$ cat config.mk
export PLATFORM = sky130hd
export DESIGN_NAME = msi_line_ctrl
export DESIGN_NICKNAME = d
export VERILOG_FILES = /design/src/rtl/msi_pkg.sv /design/src/rtl/msi_event_sel.sv /design/src/rtl/msi_next_state.sv /design/src/rtl/msi_line_ctrl.sv
export SDC_FILE = /design/constraint.sdc
export NUM_CORES = 1
export LEC_CHECK = 0
export CAP_MARGIN = 20
export CORE_ASPECT_RATIO = 2
export CORE_MARGIN = 8
export CORE_UTILIZATION = 45
export DETAILED_ROUTE_END_ITERATION = 8
export PLACE_DENSITY = 0.85
export RECOVER_POWER = 25
export SYNTH_ARGS = -nofsm -noshare
export SYNTH_HDL_FRONTEND = slang
export SYNTH_SLANG_ARGS = --single-unit
$ cat constraint.sdc
create_clock -name clk -period 2.7 [get_ports clk]
set_input_delay 0.405 -clock clk [delete_from_list [all_inputs] [get_ports clk]]
set_output_delay 0.405 -clock clk [all_outputs]
set_load 0.005 [all_outputs]
$ cat src/rtl/msi_pkg.sv
package msi_pkg;

  typedef enum logic [2:0] {
    ST_INV        = 3'd0,
    ST_SHR        = 3'd1,
    ST_MOD        = 3'd2,
    ST_WAIT_RD    = 3'd3,
    ST_WAIT_OWN_I = 3'd4,
    ST_WAIT_OWN_S = 3'd5,
    ST_WAIT_WB    = 3'd6
  } line_st_e;

  typedef enum logic [2:0] {
    EV_NONE    = 3'd0,
    EV_LD      = 3'd1,
    EV_ST      = 3'd2,
    EV_EVICT   = 3'd3,
    EV_SNP_RD  = 3'd4,
    EV_SNP_RDX = 3'd5,
    EV_GRANT   = 3'd6
  } line_ev_e;

  typedef enum logic [2:0] {
    AC_NONE      = 3'd0,
    AC_ISSUE_RD  = 3'd1,
    AC_ISSUE_RDX = 3'd2,
    AC_ISSUE_WB  = 3'd3,
    AC_SUPPLY    = 3'd4,
    AC_FINISH    = 3'd5,
    AC_DROP      = 3'd6
  } line_ac_e;

  function automatic logic st_waiting(line_st_e s);
    return (s == ST_WAIT_RD) || (s == ST_WAIT_OWN_I) ||
           (s == ST_WAIT_OWN_S) || (s == ST_WAIT_WB);
  endfunction

endpackage

$ cat src/rtl/msi_event_sel.sv
module msi_event_sel
  import msi_pkg::*;
(
  input  line_st_e   cur,
  input  logic       cpu_valid,
  input  logic [1:0] cpu_op,
  input  logic       snp_rd,
  input  logic       snp_rdx,
  input  logic       bus_grant,
  output line_ev_e   ev,
  output logic       ready
);

  logic waiting;
  logic snoop_any;

  always_comb begin
    waiting   = st_waiting(cur);
    snoop_any = snp_rd | snp_rdx;
    ready     = !waiting && !snoop_any;
    ev        = EV_NONE;
    if (snp_rdx)                    ev = EV_SNP_RDX;
    else if (snp_rd)                ev = EV_SNP_RD;
    else if (bus_grant && waiting)  ev = EV_GRANT;
    else if (cpu_valid && ready) begin
      case (cpu_op)
        2'd0:    ev = EV_LD;
        2'd1:    ev = EV_ST;
        2'd2:    ev = EV_EVICT;
        default: ev = EV_NONE;
      endcase
    end
  end

endmodule

$ cat src/rtl/msi_next_state.sv
module msi_next_state
  import msi_pkg::*;
(
  input  line_st_e cur,
  input  line_ev_e ev,
  output line_st_e nxt,
  output line_ac_e act,
  output logic     done
);

  always_comb begin
    nxt  = cur;
    act  = AC_NONE;
    done = 1'b0;
    case (cur)
      ST_INV: begin
        case (ev)
          EV_LD:    begin nxt = ST_WAIT_RD;    act = AC_ISSUE_RD;  end
          EV_ST:    begin nxt = ST_WAIT_OWN_I; act = AC_ISSUE_RDX; end
          EV_EVICT: done = 1'b1;
          default:  ;
        endcase
      end
      ST_SHR: begin
        case (ev)
          EV_LD:      done = 1'b1;
          EV_ST:      begin nxt = ST_WAIT_OWN_S; act = AC_ISSUE_RDX; end
          EV_EVICT:   begin nxt = ST_INV; act = AC_DROP; done = 1'b1; end
          EV_SNP_RDX: begin nxt = ST_INV; act = AC_DROP; end
          default:    ;
        endcase
      end
      ST_MOD: begin
        case (ev)
          EV_LD, EV_ST: done = 1'b1;
          EV_EVICT:     begin nxt = ST_WAIT_WB; act = AC_ISSUE_WB; end
          EV_SNP_RD:    begin nxt = ST_SHR; act = AC_SUPPLY; end
          EV_SNP_RDX:   begin nxt = ST_INV; act = AC_SUPPLY; end
          default:      ;
        endcase
      end
      ST_WAIT_RD: begin
        if (ev == EV_GRANT) begin
          nxt = ST_SHR; act = AC_FINISH; done = 1'b1;
        end
      end
      ST_WAIT_OWN_I: begin
        if (ev == EV_GRANT) begin
          nxt = ST_MOD; act = AC_FINISH; done = 1'b1;
        end
      end
      ST_WAIT_OWN_S: begin
        case (ev)
          EV_SNP_RDX: begin nxt = ST_WAIT_OWN_I; act = AC_DROP; end
          EV_GRANT:   begin nxt = ST_MOD; act = AC_FINISH; done = 1'b1; end
          default:    ;
        endcase
      end
      ST_WAIT_WB: begin
        case (ev)
          EV_SNP_RD:  act = AC_SUPPLY;
          EV_SNP_RDX: begin nxt = ST_INV; act = AC_SUPPLY; done = 1'b1; end
          EV_GRANT:   begin nxt = ST_INV; act = AC_FINISH; done = 1'b1; end
          default:    ;
        endcase
      end
      default: nxt = ST_INV;
    endcase
  end

endmodule

$ cat src/rtl/msi_line_ctrl.sv
module msi_line_ctrl
  import msi_pkg::*;
#(
  parameter int AW = 16
)(
  input  logic          clk,
  input  logic          rst,
  input  logic [AW-1:0] line_addr,
  input  logic          cpu_valid,
  input  logic [1:0]    cpu_op,
  output logic          cpu_ready,
  output logic          cpu_done,
  input  logic          snp_rd,
  input  logic          snp_rdx,
  input  logic          bus_grant,
  output logic          bus_rd,
  output logic          bus_rdx,
  output logic          bus_wb,
  output logic [2:0]    state_o,
  output logic          tr_valid,
  output logic [AW-1:0] tr_addr,
  output logic [2:0]    tr_old,
  output logic [2:0]    tr_new,
  output logic [2:0]    tr_input,
  output logic [2:0]    tr_action
);

  line_st_e state_q;
  line_st_e nxt;
  line_ev_e ev;
  line_ac_e act;
  logic     done_c;
  logic     rec_c;

  msi_event_sel u_sel (
    .cur       (state_q),
    .cpu_valid (cpu_valid),
    .cpu_op    (cpu_op),
    .snp_rd    (snp_rd),
    .snp_rdx   (snp_rdx),
    .bus_grant (bus_grant),
    .ev        (ev),
    .ready     (cpu_ready)
  );

  msi_next_state u_ns (
    .cur  (state_q),
    .ev   (ev),
    .nxt  (nxt),
    .act  (act),
    .done (done_c)
  );

  assign rec_c = (nxt != state_q) || (act != AC_NONE);

  always_ff @(posedge clk) begin
    if (rst) begin
      state_q   <= ST_INV;
      bus_rd    <= 1'b0;
      bus_rdx   <= 1'b0;
      bus_wb    <= 1'b0;
      cpu_done  <= 1'b0;
      tr_valid  <= 1'b0;
      tr_addr   <= '0;
      tr_old    <= 3'd0;
      tr_new    <= 3'd0;
      tr_input  <= 3'd0;
      tr_action <= 3'd0;
    end else begin
      state_q  <= nxt;
      bus_rd   <= (nxt == ST_WAIT_RD);
      bus_rdx  <= (nxt == ST_WAIT_OWN_I) || (nxt == ST_WAIT_OWN_S);
      bus_wb   <= (nxt == ST_WAIT_WB);
      cpu_done <= done_c;
      tr_valid <= rec_c;
      if (rec_c) begin
        tr_addr   <= line_addr;
        tr_old    <= state_q;
        tr_new    <= nxt;
        tr_input  <= ev;
        tr_action <= act;
      end
    end
  end

  assign state_o = state_q;

endmodule

==> results of run 1 <==
-- final timing paths --
kind / startpoint / endpoint / slack, ns
worst min register to register: tr_input[2]$_SDFFE_PP0P_ / tr_input[2]$_SDFFE_PP0P_ / 0.47
worst max-delay path: cpu_op[1] / tr_addr[11]$_SDFFE_PP0P_ / 0.16
worst max register to register: state_o[2]$_SDFF_PP0_ / tr_addr[11]$_SDFFE_PP0P_ / 0.51
worst min-delay path: tr_input[2]$_SDFFE_PP0P_ / tr_input[2]$_SDFFE_PP0P_ / 0.47
-- through the flow --
stage               utilization  instance area, sq um  setup TNS [ns]  power, uW  setup slack, ns
floorplan                     -                  1840               0        687            0.219
global placement          0.668                  2670          -0.925        816          -0.0502
detailed placement        0.668                  2670           -2.99        823           -0.152
CTS                       0.694                  2780               0       1280            0.140
global route              0.696                  2790               0       1320           0.0852
finish                    0.696                  2790               0       1270            0.157
-- critical path: stages --
cell                              delay (ns)
sky130_fd_sc_hd__clkdlybuf4s50_1        0.51
sky130_fd_sc_hd__inv_1                  0.07
sky130_fd_sc_hd__ha_1                   0.30
sky130_fd_sc_hd__or3_1                  0.36
sky130_fd_sc_hd__nor4_4                 0.19
sky130_fd_sc_hd__nor4_1                 0.11
sky130_fd_sc_hd__and3_1                 0.22
sky130_fd_sc_hd__and2_4                 0.19
sky130_fd_sc_hd__buf_12                 0.16
sky130_fd_sc_hd__a31o_1                 0.22
-- kinds of logic (layout without fill, tap and decap cells) --
family	after synthesis	after routing	share of synthesized area
AO/OA/AOI/OAI	68	68	0.265
adder cells (fa/ha/maj)	2	2	0.0136
XOR/XNOR	1	1	0.00476
buffers and inverters	26	107	0.0713
multiplexers	3	3	0.0183
flip-flops	36	36	0.391
AND/OR/NAND/NOR	78	78	0.236
-- state kept, by name, summed over array words and instances (netlist names) --
register,count
tr_old,3
state_o,3
bus_wb,1
cpu_done,1
tr_addr,16
tr_valid,1
tr_new,3
tr_input,3
bus_rdx,1
bus_rd,1
tr_action,3
-- cell type report --
cell class              instances  area [sq um]
fillers                       316          1220
multi-input cells             152           997
repair buffers                 93           873
flip-flops and latches         36           721
clock buffers                   6          72.6
well taps                      52          65.1
clock inverters                 2          35.0
inverters                       6          22.5
-- Yosys cell counts, drive strengths merged (4+ instances only) --
master,number
dfxtp,36
nand2,27
a21oi,22
a31o,21
clkbuf,13
nor2,12
buf,7
a31oi,5
inv,5
nor2b,5
nor3,5
nor4,5
nand3,4
o21ai,4
-- metal layers --
| layer | global-route usage | part of all wire | vias to the layer above |
|---|---|---|---|
| met3 | 0.0641 | 0.094 | 10 |
| met4 | 0.0571 | 0.019 | 0 |
| met2 | 0.282 | 0.49 | 91 |
| li1 | - | - | 939 |
| met5 | 0 | 0 | - |
| met1 | 0.205 | 0.40 | 911 |
-- power by group through the flow --
stage	combinational [uW]	sequential, uW	clock (uW)
2_1_floorplan	109	578	0
3_3_place_gp	239	577	0
3_5_place_dp	245	578	0
4_1_cts	247	566	468
5_1_grt	263	568	486
6_report	243	566	459
-- repair_timing --
item / 4_1_cts / 5_1_grt
setup endpoints to repair: 0 / 7
gates resized for setup: 0 / 1
hold endpoints to repair: 0 / 0
==> results.txt, run 1 <==
For this run, the top clock speed supported by timing is 393 MHz. The die is 61.2 microns wide. Synthesis inferred 36 register bits.

The number of top-level pins was 61. Summed over all nets, the switching power comes to 306 uW. The post-placement cell count is 339, and the path depth of the worst reg2reg path is 8. The clock passes through at most 2 buffers.

Buffers added to address setup during post-CTS repair amount to 0. Routability-driven placement finished with a final weighted congestion of 0.954. Average cell area after synthesis: 8.61 sq um. VDD sags by at most 0.345 mV.

The via density per instance is 5.62. The total overflow left after global routing is 0. The worst setup path is captured at a flip-flop. During synthesis, Yosys emitted a total of 0 warnings. The switching fraction of total power was 0.241. The count of buffers added on input and output ports is 60. STA classifies the critical path startpoint as an input pin. After clock tree synthesis, the flow added hold-fix buffers numbering 0.

TritonCTS built the clock tree. Leaving out fill and tap cells, the most frequent cells in the layout are 42 x sky130_fd_sc_hd__clkdlybuf4s50_1, 36 x sky130_fd_sc_hd__dfxtp_1, 31 x sky130_fd_sc_hd__buf_4, 27 x sky130_fd_sc_hd__nand2_1, 22 x sky130_fd_sc_hd__a21oi_1. The clock net sink count was 36. Setup violations remaining at the end of the flow were counted as 0. The headroom to the max-slew limit is 0.688, and the power density over the cells is 455 mW/mm^2.

The area growth from synthesis to layout is 51.3%. The worst hold path passes through 2 cells. The cell row count is 33. After the last flow step, the layout net total stands at 320. Post-route minimum period: 2.54 ns. The combinational power share was 0.191; the DRC violation count after routing was 0. The run gives 0 as the final number of hold-violating endpoints. The ratio of cells with drive above 1 in the final layout was 0.159. The routed design has 5570 microns of wire. The run gives 0 as the initial antenna violation count.

Hold is met by 0.468 ns. The via count was 1951; the share of Yosys cell area claimed by the top area cell type was 0.391. Share of synthesized registers carrying an async set or reset: 0. The largest net degree at the start of global routing was 24. The biggest area contributor in the post-synthesis netlist is sky130_fd_sc_hd__dfxtp_1. The logs give 0.446 for the sequential group share of total power and 0.460 for the initial core utilization. For the final max-slew violation count, the log shows 0. The worst setup path is of the input pin to flip-flop kind. The floorplan step defined a die boundary enclosing 0.00652 sq mm. The finished layout holds 347 standard cells, fillers aside. The first TritonRoute pass finished after 4 iterations. Chip height: 106 microns. The H-tree was split into 2 levels. Fraction of the yosys area taken by sequential cells: 0.391. Max-cap violations in this run came to 0. Setup repair after global routing left no endpoint under its margin. The clock-pin transition on the worst setup and hold timing paths came out at 0.07 ns.

The run gives 0.176 as the overall fraction of global-route tracks in use. For the pin with the worst max-slew slack, the measured transition is 0.462 ns. The run gives 214 as the gate count of the mapped netlist.

Along the worst path, the maximum fanout reaches 23. Number of global-route vias before repair: 1873. The count of flip-flops with a built-in enable after synthesis is 0.

The final cycle utilization of the critical path is 0.942. By area the synthesized netlist is led by sky130_fd_sc_hd__dfxtp_1 39%, sky130_fd_sc_hd__a31o_1 10%, sky130_fd_sc_hd__a21oi_1 6.0%, sky130_fd_sc_hd__nand2_1 5.5%, sky130_fd_sc_hd__clkbuf_1 2.6%. The internal power contribution was 961 uW; the final routed wire length divided by cell count was 16.0 microns.

The count of nets left with antenna violations after detail routing is 0, and the detailed placement HPWL is 4230 microns. The data arrival time of the critical path is 2.73 ns. The post-synthesis instance area came out at 0.00184 sq mm. The analysis attributes to cell leakage a power of 0.00115 uW. After the first detailed-routing iteration, the DRC count stood at 64. The number of antenna diodes was 0.

The synthesized net count was 240. Cell chosen for the clock root: sky130_fd_sc_hd__clkbuf_8. The path class of the tightest hold or removal check is flip-flop to flip-flop. The most frequent standard cell in the layout excluding fill and tap cells was sky130_fd_sc_hd__clkdlybuf4s50_1. For the clock latency of the later-clocked register in the worst-skew pair, the log shows 0.29 ns. The total core area was 0.00401 sq mm. The flow ran to the end, and the final reports show no timing, DRC or antenna violations.

For this run, the leading register cell type out of synthesis is sky130_fd_sc_hd__dfxtp_1. The post-route clock skew was 0.00657 ns; the wire length of the first global-routing pass was 9020 microns. Yosys mapped the design onto 46 distinct sky130hd cell types. The run gives 0.362 as the part of the power in the clock network. TritonCTS created 5 clock buffers. The required time at the worst-slack endpoint came out at 2.89 ns.
Power figures use the tool's default switching activity.
==> inputs of run 2 (changes only) <==
--- a/config.mk
+++ b/config.mk
@@ -11,7 +11,8 @@
 export CORE_UTILIZATION = 45
 export DETAILED_ROUTE_END_ITERATION = 8
 export PLACE_DENSITY = 0.85
-export RECOVER_POWER = 25
+export RECOVER_POWER = 100
+export SETUP_SLACK_MARGIN = 0.4
 export SYNTH_ARGS = -nofsm -noshare
 export SYNTH_HDL_FRONTEND = slang
 export SYNTH_SLANG_ARGS = --single-unit
==> results.txt, run 2 (synthesis results as in run 1) <==
The ratio of cells with drive above 1 in the final layout came out at 0.172 (+0.0124). The slowest stage of the critical path belongs to the cell sky130_fd_sc_hd__nor4_1. The most frequent standard cell in the layout excluding fill and tap cells was sky130_fd_sc_hd__dfxtp_1. Clock-pin transition on the worst setup and hold timing paths: 0.06 ns (about the same). TritonCTS built the clock tree. The largest fanout of any net on the critical path was 6 (-74%). The data arrival time of the critical path is 2.59 ns (-0.14 ns). The number of maximum-capacitance violations came out at 0 (unchanged). The startpoint identified for the worst register-to-register timing path is state_o[2]$_SDFF_PP0_.

Leaving out fill and tap cells, the most frequent cells in the layout are 36 x sky130_fd_sc_hd__dfxtp_1, 34 x sky130_fd_sc_hd__dlygate4sd3_1, 28 x sky130_fd_sc_hd__buf_4, 27 x sky130_fd_sc_hd__nand2_1, 22 x sky130_fd_sc_hd__a21oi_1. The final routed wire length divided by cell count came out at 17.1 microns (+6.7%). More flip-flops sit in one register than any other, and that register is tr_addr. The post-placement cell count was 332 (-2.1%); the largest incremental delay on the critical path was 0.38 ns (-0.13 ns). Flip-flop count of the largest register, all copies and words added: 16 (unchanged). The total die area was 0.00652 sq mm (unchanged); the overall fraction of global-route tracks in use was 0.190 (+0.0140). The run finished with clean final reports.

The total of endpoints with negative setup slack in the final report was 0 (unchanged). The maximum resistive drop on vdd is 0.375 mV (+8.6%), and the via density per instance is 5.69 (+1.3%). The startpoint of the worst setup timing path is cpu_op[0]. Post-route clock skew: 0.00287 ns (-0.00370 ns). The tools report the final number of hold-violating endpoints as 0 (unchanged). The width of the die works out to 61.2 microns (unchanged).

The count of buffering cells on the critical path with inverters included came out at 3 (unchanged). The cell row count was 33 (unchanged). Clock latency of the later-clocked register in the worst-skew pair: 0.29 ns (about the same).

Type of the tightest min-delay check: flip-flop to flip-flop. The DRC violation count after routing is 0 (unchanged). The critical setup path kind is input pin to flip-flop. The deepest level of the CTS H-tree was 2 (unchanged); the pin slew with the least headroom to its limit was 0.514 ns (+0.0518 ns). The signal on the critical path passes through dlygate4sd2_1, inv_2, ha_4, or3_1, nor4_1, nor4_2, and3_1, and2_4, clkbuf_1, a31o_1.

The logs give 4 (unchanged) for the total iterations of the first detailed-routing run and 100 (+56%) for the detailed router's first-iteration violation count. Achievable clock frequency: 414 MHz (+5.3%). Total core area: 0.00401 sq mm (unchanged). The worst hold path begins at tr_addr[15]$_SDFFE_PP0P_. The number of antenna diodes was 0 (unchanged). The CTS buffer count came out at 5 (unchanged). The final max-slew violation count was 0 (unchanged); the leftover overflow at the end of global routing was 0 (unchanged). For the initial antenna violation count, the log shows 0 (unchanged).

The run gives 2034 (+8.6%) as the number of global-route vias before repair. The run gives 4220 microns (-0.45%) as the detailed placement HPWL. Static leakage: 0.00121 uW (+5.1%). The tools report the cell chosen for the clock root as sky130_fd_sc_hd__clkbuf_8. The tools report the number of top-level pins as 61 (unchanged). Setup repair after global routing could not meet its margin everywhere.

The worst-case clock buffer depth was 2 (unchanged). The layout net count came out at 322 (+0.63%). The number of buffers inserted by port buffering is 60 (unchanged). The family of cells with the greatest summed delay on the critical path was simple AND/OR/NAND/NOR gates.

The required time at the worst-slack endpoint is 2.88 ns (about the same). STA classifies the critical path endpoint as a flip-flop. The logs give 0.945 (-0.94%) for the final estimated routing congestion in global placement and 0 (unchanged) for the count of nets left with antenna violations after detail routing.

The power consumption was 1200 uW (-5.3%); the power density over the cells was 429 mW/mm^2 (-5.6%). The layout-stage area growth over the synthesis result is 51.7%. The tools report the worst-case register-to-register setup slack as 0.44 ns (-0.07 ns). The critical path startpoint category was an input pin. The final cycle utilization of the critical path came out at 0.894 (-0.0477). The logs give 9690 microns (+7.4%) for the wire length of the first global-routing pass and 0.460 (unchanged) for the initial core utilization.

The clock net sink count came out at 36 (unchanged). The total length of routed wires was 5980 microns (+7.3%); the chip height was 106 microns (unchanged). The logs give 349 (+0.58%) for the final cell count without fillers and 25 (+4.2%) for the largest net degree at the start of global routing.

The post-route minimum period is 2.41 ns (-0.129 ns). The run gives 0.649 (-0.0393) as the headroom to the max-slew limit. The tools report the via count as 1987 (+1.8%).
## run 2: cell count changes in the layout (fill, tap and decap cells not counted), moves of 3 or more
cell and delta:
sky130_fd_sc_hd__clkdlybuf4s50_1 -21, sky130_fd_sc_hd__dlygate4sd2_1 +3, sky130_fd_sc_hd__buf_4 -3, sky130_fd_sc_hd__dlygate4sd3_1 +16, sky130_fd_sc_hd__clkbuf_1 +4
## run 2: cell type report
type | instances | area [sq um]
Fill cell | 327 | 1210
Multi-Input combinational cell | 152 | 1020
Sequential cell | 36 | 721
Timing Repair Buffer | 95 | 871
Clock buffer | 8 | 90.1
Tap cell | 52 | 65.1
Inverter | 6 | 22.5
## run 2: final timing paths
| kind | cells past startpoint | end |
|---|---|---|
| worst max-delay path | 10 | tr_addr[3]$_SDFFE_PP0P_ |
| worst min-delay path | 1 | tr_addr[15]$_SDFFE_PP0P_ |
| worst max register to register | 7 | tr_new[0]$_SDFFE_PP0P_ |
| worst min register to register | 1 | tr_addr[15]$_SDFFE_PP0P_ |
## run 2: per-layer routing
metal / GRT usage / wire [microns]
met1: 0.220 / 2400
met3: 0.0641 / 549
met2: 0.303 / 2920
met5: 0 / 0
met4: 0.0739 / 103
## run 2: power by group
group          internal [uW]  switching, uW  leakage, uW
clock network            208            182    0.0000455
registers                553           12.3     0.000292
logic                    131            113     0.000875
total                    893            307      0.00121
## run 2: metrics by stage
step | setup TNS [ns] | utilization | instance area (sq um) | hold slack (ns) | worst slack, ns
final | 0 | 0.698 | 2790 | 0.468 | 0.286
after global routing | 0 | 0.698 | 2790 | 0.494 | 0.230
after CTS | 0 | 0.712 | 2850 | 0.477 | 0.382
after detailed placement | -0.421 | 0.660 | 2640 | 0.462 | -0.0415
after global placement | 0 | 0.660 | 2640 | 0.445 | 0.0149
after floorplan | 0 | - | 1870 | 0.453 | 0.402
## run 2: repair_timing
item	CTS	global route
gates resized for setup	17	5
buffers inserted	7	1
hold buffers	0	0
endpoints found under the setup margin	28	25
pin swaps	7	3
cloned	1	0
## run 2: worst register-to-register path, delay by kind of cell, from the launching register on
family          cells  cell delay [ns]
buf+inv             1             0.17
flops               1             0.53
compound gates      4             1.18
simple gates        2             0.29
==> inputs of run 3 (changes only) <==
--- a/config.mk
+++ b/config.mk
@@ -8,11 +8,12 @@
 export CAP_MARGIN = 20
 export CORE_ASPECT_RATIO = 2
 export CORE_MARGIN = 8
-export CORE_UTILIZATION = 45
+export CORE_UTILIZATION = 44
 export DETAILED_ROUTE_END_ITERATION = 8
-export PLACE_DENSITY = 0.85
+export PLACE_DENSITY = 0.83
 export RECOVER_POWER = 100
 export SETUP_SLACK_MARGIN = 0.4
+export SKIP_LAST_GASP = 1
 export SYNTH_ARGS = -nofsm -noshare
 export SYNTH_HDL_FRONTEND = slang
 export SYNTH_SLANG_ARGS = --single-unit
==> results.txt, run 3 (synthesis results as in run 1) <==
The width of the die is 61.8 microns (+0.84%), and the switching fraction of total power is 0.263 (+0.00717). The fill cell total of the finished layout came out at 330 (+0.92%). The layout-stage area growth over the synthesis result works out to 59.3%. The clock net sink count is 36 (unchanged), and the pin slew with the least headroom to its limit is 0.520 ns (+0.00647 ns). The part of the power in the clock network was 0.320 (-0.005).

The tools report the detailed router's first-iteration violation count as 86 (-14%). The logs give 4 (unchanged) for the total iterations of the first detailed-routing run and 61 (unchanged) for the number of top-level pins. The master of the slowest instance on the critical path is sky130_fd_sc_hd__dfxtp_1. The cell row count is 33 (unchanged), and the chip height is 107 microns (+0.96%). For the setup TNS, the log shows 0 ns (unchanged). The DRC violation count after routing is 0 (unchanged), and the largest incremental delay on the critical path is 0.65 ns (+0.27 ns). Setup repair after global routing left no endpoint under its margin.

The logs give 6470 microns (+8.3%) for the total length of routed wires and 0.224 (+0.021) for the combinational power share. The detailed placement HPWL came out at 4590 microns (+9.0%). For the static leakage, the log shows 0.00127 uW (+4.6%). The tools report the number of buffers inserted by hold repair at cts as 0 (unchanged). The via count is 2026 (+2.0%). Walking the worst path, the cells encountered are nor4bb_1, a211oi_1, a31o_1, and3_1, and2_4, buf_16, a31o_1. The run gives 5 (unchanged) as the CTS buffer count. The tools report the leftover overflow at the end of global routing as 0 (unchanged).

Worst-case clock buffer depth: 2 (unchanged). For the area taken by multi-input logic gates, the log shows 0.00104 sq mm (+1.7%). The via density per instance was 5.71 (+0.24%); the required time at the worst-slack endpoint was 2.88 ns (about the same).

CTS placed an instance of sky130_fd_sc_hd__clkbuf_8 at the clock tree root. TritonCTS built the clock tree. The run gives 0.400 mV (+6.7%) as the maximum resistive drop on vdd. The flip-flop count of the largest register, all copies and words added was 16 (unchanged); the power density over the cells was 424 mW/mm^2 (-1.3%). The count of nets left with antenna violations after detail routing came out at 0 (unchanged). Most repeated library cell on the critical path: sky130_fd_sc_hd__a31o_1. For the final max-slew violation count, the log shows 0 (unchanged).

The ratio of cells with drive above 1 in the final layout was 0.205 (+0.0329); the initial core utilization was 0.455 (-0.00469). The library cells used most frequently in the layout, excluding fill and tap cells, are 36 x sky130_fd_sc_hd__dfxtp_1, 34 x sky130_fd_sc_hd__dlygate4sd3_1, 32 x sky130_fd_sc_hd__buf_4, 27 x sky130_fd_sc_hd__nand2_1, 21 x sky130_fd_sc_hd__a31o_1. The post-route minimum period was 2.40 ns (-0.0115 ns). The run finished with clean final reports. Counting flops per register, the top entry is tr_addr. The number of global-route vias before repair is 2088 (+2.7%).

The launch point of the worst reg-to-reg path was state_o[2]$_SDFF_PP0_. The headroom to the max-slew limit is 0.653 (+0.00407), and the data arrival time of the critical path is 2.58 ns (about the same). The worst setup path is launched from a flip-flop. Path depth of the worst reg2reg path: 7 (unchanged). The wire length of the first global-routing pass is 10700 microns (+10%).

The number of maximum-capacitance violations was 0 (unchanged); the largest fanout of any net on the critical path was 15 (+9). The tools report the total core area as 0.00405 sq mm (+1.0%). Number of buffers inserted by port buffering: 60 (unchanged). The type of the tightest min-delay check was flip-flop to flip-flop.

Largest net degree at the start of global routing: 29 (+16%). The cell count of the worst hold path was 1 (unchanged). The total die area was 0.00664 sq mm (+1.8%).

The capture point of the worst reg-to-reg path is tr_addr[11]$_SDFFE_PP0P_. The achievable clock frequency is 416 MHz (+0.48%), and the deepest level of the CTS H-tree is 2 (unchanged). The run gives 0 (unchanged) as the initial antenna violation count.

The tools report the final number of hold-violating endpoints as 0 (unchanged). The tools report the overall fraction of global-route tracks in use as 0.212 (+0.0224). The total of endpoints with negative setup slack in the final report was 0 (unchanged). Layout net count: 328 (+1.9%). For the area used by sequential logic in the layout, the log shows 721 sq um (unchanged).

Number of antenna diodes: 0 (unchanged). The path with the worst hold slack has its endpoint at tr_input[1]$_SDFFE_PP0P_. The core utilization of the finished layout is 0.725 (+0.0275). The tools report the post-route clock skew as 0.00936 ns (+0.00649 ns).

For the switching power, the log shows 327 uW (+6.6%). The run gives 1.10 (+16%) as the final estimated routing congestion in global placement. The clock latency of the later-clocked register in the worst-skew pair is 0.29 ns (about the same).

STA classifies the critical path endpoint as a flip-flop. The run gives 0.30 ns (-0.14 ns) as the worst-case register-to-register setup slack. The library cell used most frequently in the layout, excluding fill and tap cells, is sky130_fd_sc_hd__dfxtp_1.

The startpoint identified for the worst hold timing path is tr_input[1]$_SDFFE_PP0P_. The sequential group share of total power is 0.456 (-0.016), and the final cycle utilization of the critical path is 0.890 (-0.00427). The clock-pin transition on the worst setup and hold timing paths is 0.07 ns (about the same). The critical setup path kind was flip-flop to flip-flop. The final routed wire length divided by cell count was 18.2 microns (+6.4%); the internal power contribution was 916 uW (+2.7%).
==> run 3: per-layer routing <==
| layer | vias up | track usage | share of wire |
|---|---|---|---|
| met1 | 960 | 0.204 | 0.32 |
| met3 | 22 | 0.0503 | 0.059 |
| met4 | 0 | 0.118 | 0.047 |
| li1 | 956 | - | - |
| met5 | - | 0 | 0 |
| met2 | 88 | 0.382 | 0.57 |
==> run 3: cell type report <==
cell class                 instances  area share
clock buffer                       7      0.0294
clock inverter                     1     0.00256
inverter                           6     0.00768
multi-input combinational        152       0.355
sequential                        36       0.246
tap                               52      0.0222
timing repair buffer             101       0.337
==> run 3: power groups by stage <==
| stage | clock network [uW] | registers, uW | logic [uW] |
|---|---|---|---|
| 2_1_floorplan | 0 | 578 | 116 |
| 3_3_place_gp | 0 | 579 | 248 |
| 3_5_place_dp | 0 | 579 | 249 |
| 4_1_cts | 402 | 567 | 291 |
| 5_1_grt | 428 | 570 | 300 |
| 6_report | 398 | 567 | 279 |
==> run 3: how the worst max path moves through the flow <==
stage                     slack [ns]  cells after the start                       end                  start
after global placement          -0.1                     11  tr_input[1]$_SDFFE_PP0P_              cpu_op[0]
final                           0.30                      7  tr_addr[11]$_SDFFE_PP0P_  state_o[2]$_SDFF_PP0_
after detailed placement       -0.11                      9  tr_addr[13]$_SDFFE_PP0P_                snp_rdx
after floorplan                 0.40                     11  tr_addr[10]$_SDFFE_PP0P_              cpu_op[0]
after global routing            0.23                      7    tr_old[0]$_SDFFE_PP0P_  state_o[2]$_SDFF_PP0_
after CTS                       0.41                     10  tr_input[1]$_SDFFE_PP0P_              cpu_op[0]
==> run 3: per-stage QoR <==
step / cell area (sq um) / hold slack, ns / instances / setup slack [ns] / total power [uW]
after floorplan: 1870 / 0.453 / 214 / 0.402 / 694
after global placement: 2690 / 0.449 / 338 / -0.0971 / 826
after detailed placement: 2690 / 0.465 / 338 / -0.113 / 828
after CTS: 2970 / 0.476 / 354 / 0.411 / 1260
after global routing: 2930 / 0.489 / 355 / 0.226 / 1300
final: 2930 / 0.472 / 355 / 0.297 / 1240
==> run 3: repair_timing <==
| action | in CTS | in global routing |
|---|---|---|
| pin swaps | 9 | 4 |
| cloned | 3 | 0 |
| endpoints found under the setup margin | 29 | 27 |
| resized for setup | 27 | 3 |
| setup buffers | 5 | 1 |
==> run 3: critical path, delay by kind of cell (launching register included) <==
kind | cells | cell delay (ns)
AND/OR/NAND/NOR | 3 | 0.93
flip-flops | 1 | 0.65
AO/OA/AOI/OAI | 3 | 0.55
buffers and inverters | 1 | 0.15
